## config.mk

```make
export PLATFORM = sky130hd
export DESIGN_NAME = next_pc_unit
export DESIGN_NICKNAME = d
export VERILOG_FILES = /design/src/rtl/npc_pkg.sv /design/src/rtl/npc_cond.sv /design/src/rtl/npc_target.sv /design/src/rtl/next_pc_unit.sv
export SDC_FILE = /design/constraint.sdc
export NUM_CORES = 1
export LEC_CHECK = 0
export BUFFER_PORTS_ARGS = -buffer_cell sky130_fd_sc_hd__buf_2
export CAP_MARGIN = 20
export CELL_PAD_IN_SITES_DETAIL_PLACEMENT = 0
export CELL_PAD_IN_SITES_GLOBAL_PLACEMENT = 2
export CORE_ASPECT_RATIO = 1.25
export CORE_MARGIN = 1
export CORE_UTILIZATION = 28
export DETAILED_ROUTE_END_ITERATION = 8
export PLACE_DENSITY_LB_ADDON = 0.15
export SYNTH_ARGS = -nofsm -noshare
export SYNTH_HDL_FRONTEND = slang
export SYNTH_SLANG_ARGS = --single-unit
```

## constraint.sdc

```tcl
create_clock -name clk -period 6.75 [get_ports clk]
set_clock_uncertainty 0.15 [all_clocks]
set_input_delay 0.3375 -clock clk [delete_from_list [all_inputs] [get_ports clk]]
set_output_delay 0.3375 -clock clk [all_outputs]
set_load 0.03 [all_outputs]
```

## src/rtl/npc_pkg.sv

```systemverilog
package npc_pkg;

    localparam int XLEN   = 32;
    localparam int CTLW   = 4;
    localparam int INSTB  = 4;   // bytes per instruction
    localparam int ALIGNW = 2;   // low address bits that must be zero

    typedef enum logic [CTLW-1:0] {
        CTL_SEQ  = 4'd0,
        CTL_JREL = 4'd1,
        CTL_JABS = 4'd2,
        CTL_BEQ  = 4'd8,
        CTL_BNE  = 4'd9,
        CTL_BLT  = 4'd12,
        CTL_BGE  = 4'd13,
        CTL_BLTU = 4'd14,
        CTL_BGEU = 4'd15
    } ctl_e;

    typedef enum logic [1:0] {
        CMP_EQ  = 2'b00,
        CMP_BAD = 2'b01,
        CMP_LTS = 2'b10,
        CMP_LTU = 2'b11
    } cmp_e;

    typedef struct packed {
        logic [XLEN-1:0] next_pc;
        logic            taken;
        logic [XLEN-1:0] link;
        logic            misalign;
    } npc_res_t;

    typedef struct packed {
        logic [XLEN-1:0] seq;
        logic [XLEN-1:0] rel;
        logic [XLEN-1:0] abs;
    } npc_tgt_t;

    // Conditional branch codes: top bit set, compare-select field not CMP_BAD
    function automatic logic is_branch(input logic [CTLW-1:0] c);
        return c[CTLW-1] && (cmp_e'(c[2:1]) != CMP_BAD);
    endfunction

    function automatic logic is_misaligned(input logic [XLEN-1:0] a);
        return |a[ALIGNW-1:0];
    endfunction

endpackage

```

## src/rtl/npc_cond.sv

```systemverilog
module npc_cond
    import npc_pkg::*;
#(
    parameter int W = XLEN
) (
    input  logic [CTLW-1:0] ctl,
    input  logic [W-1:0]    a,
    input  logic [W-1:0]    b,
    output logic            take
);
    logic eq, lts, ltu, base;

    always_comb begin
        eq  = (a == b);
        lts = ($signed(a) < $signed(b));
        ltu = (a < b);
        unique case (cmp_e'(ctl[2:1]))
            CMP_EQ:  base = eq;
            CMP_LTS: base = lts;
            CMP_LTU: base = ltu;
            default: base = 1'b0;
        endcase
        // bit 0 selects the complementary condition (ne / ge / geu)
        take = is_branch(ctl) && (base ^ ctl[0]);
    end
endmodule

```

## src/rtl/npc_target.sv

```systemverilog
module npc_target
    import npc_pkg::*;
#(
    parameter int W = XLEN
) (
    input  logic [W-1:0] pc,
    input  logic [W-1:0] rs1,
    input  logic [W-1:0] imm,
    output npc_tgt_t     tgt
);
    logic [W-1:0] off_even;
    logic [W-1:0] abs_sum;

    always_comb begin
        off_even = {imm[W-1:1], 1'b0};
        abs_sum  = rs1 + imm;
        tgt.seq  = pc + W'(INSTB);
        tgt.rel  = pc + off_even;
        tgt.abs  = {abs_sum[W-1:1], 1'b0};
    end
endmodule

```

## src/rtl/next_pc_unit.sv

```systemverilog
module next_pc_unit
    import npc_pkg::*;
#(
    parameter int W = XLEN
) (
    input  logic            clk,
    input  logic            rst,
    input  logic [W-1:0]    pc_i,
    input  logic [W-1:0]    rs1_i,
    input  logic [W-1:0]    rs2_i,
    input  logic [W-1:0]    imm_i,
    input  logic [CTLW-1:0] ctl_i,
    output logic [W-1:0]    next_pc_o,
    output logic            taken_o,
    output logic [W-1:0]    link_o,
    output logic            misalign_o
);
    npc_tgt_t tgt;
    logic     br_take;
    npc_res_t res_d, res_q;

    npc_cond #(.W(W)) cond_i (
        .ctl (ctl_i),
        .a   (rs1_i),
        .b   (rs2_i),
        .take(br_take)
    );

    npc_target #(.W(W)) tgt_i (
        .pc (pc_i),
        .rs1(rs1_i),
        .imm(imm_i),
        .tgt(tgt)
    );

    always_comb begin
        res_d.link    = tgt.seq;
        res_d.next_pc = tgt.seq;
        res_d.taken   = 1'b0;
        if (ctl_i == CTL_JREL) begin
            res_d.next_pc = tgt.rel;
            res_d.taken   = 1'b1;
        end else if (ctl_i == CTL_JABS) begin
            res_d.next_pc = tgt.abs;
            res_d.taken   = 1'b1;
        end else if (br_take) begin
            res_d.next_pc = tgt.rel;
            res_d.taken   = 1'b1;
        end
        res_d.misalign = res_d.taken && is_misaligned(res_d.next_pc);
    end

    always_ff @(posedge clk) begin
        if (rst) res_q <= '0;
        else     res_q <= res_d;
    end

    assign next_pc_o  = res_q.next_pc;
    assign taken_o    = res_q.taken;
    assign link_o     = res_q.link;
    assign misalign_o = res_q.misalign;
endmodule

```

==> results.ini <==
[outcome]
run_status=finished clean

[logic_synthesis]
avgSynthCellArea_um2=7.790
yosysWarnings=0
ys_ff_latch=66
synth.area.top_cells=dfxtp_1 (20%), ha_1 (17%), a21oi_1 (5.7%)
synth_top_cell_area_share_pct=19.58
synth_top_family_by_area=compound AO/OA/AOI/OAI gates
synth_cells=866
synth_xor_area_share_pct=9.737
synth_top_cell_by_area=dfxtp_1
synth_fa_ha_area_share_pct=17.84
async_flop_share_pct=0
synth-edff-count=0
synth-compound-area-share_pct=27.28
synth_flop_cell=dfxtp_1
synth_cell_types=70
synthesis.nets=1095
syn_area_um2=6746
synthSimpleGateAreaFrac_pct=20.51
ys_seq_area_share_pct=19.58
synth.mux.area_fraction_pct=1.187

[global_route]
antenna_found_initial=0
grt_overflow=0
grt_usage_pct=22.50
grt_pass1_wl_um=41420
grt_max_degree=51
grt_pass1_vias=7195

[power_and_ir_drop]
p_switching_uw=618.6
p_leak_uw=0.004020
clock_power_share_pct=31.3
p_comb_share_pct=41.1
p_int_uw=959.6
p_sw_share_pct=39.20
seqPwrFrac_pct=27.6
vdd_ir_drop_max_uv=87.58
power_density_nw_per_um2=189.0

[floorplanning]
core-area_um2=23650
die_w_um=140.8
num_rows=63
start_util_pct=28.53
die-area_um2=24720
die_h_um=175.5
io_pins=200

[route]
routed_wl_um=27450
dr.pass1.iters=5
ant_nets=0
route.detailed.wl_per_inst_um=20.23
drc=0
drt-initial-drc-count=490
viasPerCell=5.293
vias=7182

[setup_path]
cp.arrival_ns=3.70
critPathCaptureType=flop
cp-start-kind=input pin
critPathRequiredTime_ns=6.82
crit_fanout=5
worstSetupPathType=in2reg

[clock_tree]
clockRootBuffer=clkbuf_16
cts_setup_buffers=0
clkTransAtPathRegs_ns=0.06
hold_buffers=0
cts_tree=built
ctsLongestPathBuffers=2
cts_inserted_buffers=9
post_cts_resized=0
h-tree-depth=3
cts.sinks=66

[finish]
drive_gt1_share_pct=21.60
final_cell_count_no_fill=1357
syn_to_final_growth_pct=23.79
n_antenna_cell=0
fin_nets=1290
nFillCells=2621

[sta]
tns_ns=0
rsz0062_at_grt=false
slew_headroom_pct=35.14
min_period_ns=3.625
finalHoldViolCount=0
worst_slew_pin_slew_ns=0.9639
slew_viol_final=0
max_freq_mhz=275.9
timing.final.crit_share_pct=53.70
finalSetupViolCount=0

[place]
hpwl_um=22590
gp_congestion=0.8306
io_buffers=199
place_inst=1342

[worst_hold_path]
min_path_type=in2reg
hold_path_depth=2

[flow_run]
drv_cap=0

-- critical path: stages --
cell and delay (ns):
buf_2 0.15, ha_1 0.31, a211oi_1 0.40, nor4_1 0.11, or3_1 0.48, a31o_2 0.34
a31oi_1 0.32, o21ai_1 0.26, a311o_1 0.42, a2111oi_0 0.43, o31ai_1 0.13
-- state kept, by name, summed over array words and instances, names as in the netlist --
| name | count |
|---|---|
| misalign_o | 1 |
| next_pc_o | 32 |
| taken_o | 1 |
| link_o | 32 |
-- cell families (layout without fill, tap and decap cells) --
family          count (synthesis)  after routing
fa+ha+maj                      95             95
simple gates                  281            281
compound gates                272            272
xor+xnor                       75             75
flops                          66             66
mux                             8              8
buf+inv                        69            268
-- power groups by stage --
| stage | registers [µW] | clock network, µW | logic (µW) |
|---|---|---|---|
| floorplan | 509 | 0 | 360 |
| global placement | 444 | 0 | 654 |
| detailed placement | 444 | 0 | 647 |
| CTS | 436 | 507 | 651 |
| global route | 438 | 524 | 711 |
| finish | 435 | 495 | 648 |
-- cell usage after synthesis (all sizes together), types with 3 or more instances --
cell / instances
nand4: 18
ha: 93
and4: 4
nand2b: 9
xnor2: 35
o22ai: 6
a2111oi: 3
a211o: 3
dfxtp: 66
o211a: 4
o21ai: 40
a221o: 3
inv: 49
clkbuf: 16
a21boi: 4
or3: 12
or2: 5
buf: 3
a31o: 3
and2: 5
a22oi: 6
nor4: 5
o31ai: 8
o21bai: 5
nor3: 19
a21oi: 77
a31oi: 14
or4: 4
nand3: 25
o21a: 10
o211ai: 12
a21o: 28
a211oi: 9
o221ai: 9
and3: 17
a221oi: 8
mux2i: 8
nor2b: 12
nor2: 73
nand2: 71
xor2: 40
-- worst paths after layout --
| path | startpoint | end | slack [ns] |
|---|---|---|---|
| max | pc_i[2] | next_pc_o[28] | 3.13 |
| min | pc_i[2] | link_o[2] | 0.10 |
-- metal layers --
layer,GRT usage (%),routed length (µm)
met1,27.90,12340
met2,39.99,13560
met3,3.299,1074
met4,6.522,476
met5,0,0
-- cell usage in the layout, fill, tap and decap left out, drive strengths merged, types with 6 or more instances in the layout --
cell,count
a211oi,9
o21a,10
a31oi,14
o221ai,9
buf,203
ha,93
o211ai,12
a22oi,6
a21o,28
o21ai,40
a221oi,8
o31ai,8
mux2i,8
xor2,40
xnor2,35
inv,49
or3,12
nor2b,12
nor3,19
nor2,73
a21oi,77
nand2b,9
o22ai,6
nand3,25
dfxtp,66
and3,17
nand4,18
nand2,71
clkbuf,12
-- per-stage QoR --
stage               area (µm²)  setup slack [ns]  total power, µW  hold WS, ns  util (%)
floorplan                 6746             3.437            868.9       0.2599         -
global placement          8065             2.783             1098       0.4789     34.11
detailed placement        8065             2.749             1092       0.4808     34.11
CTS                       8352             3.104             1594      0.09779     35.32
global route              8352             2.930             1673       0.1010     35.32
finish                    8352             3.125             1578       0.1000     35.32
-- final cells by class --
| class | instances | area [µm²] | share of cell area [%] |
|---|---|---|---|
| multi-input cells | 731 | 5165 | 61.84 |
| inverters | 50 | 187.7 | 2.247 |
| clock buffers | 12 | 246.5 | 2.951 |
| flip-flops and latches | 66 | 1321 | 15.82 |
| repair buffers | 203 | 1026 | 12.28 |
| well taps | 292 | 365.4 | 4.375 |
| clock inverters | 3 | 40.04 | 0.4794 |
Power figures use the tool's default switching activity.
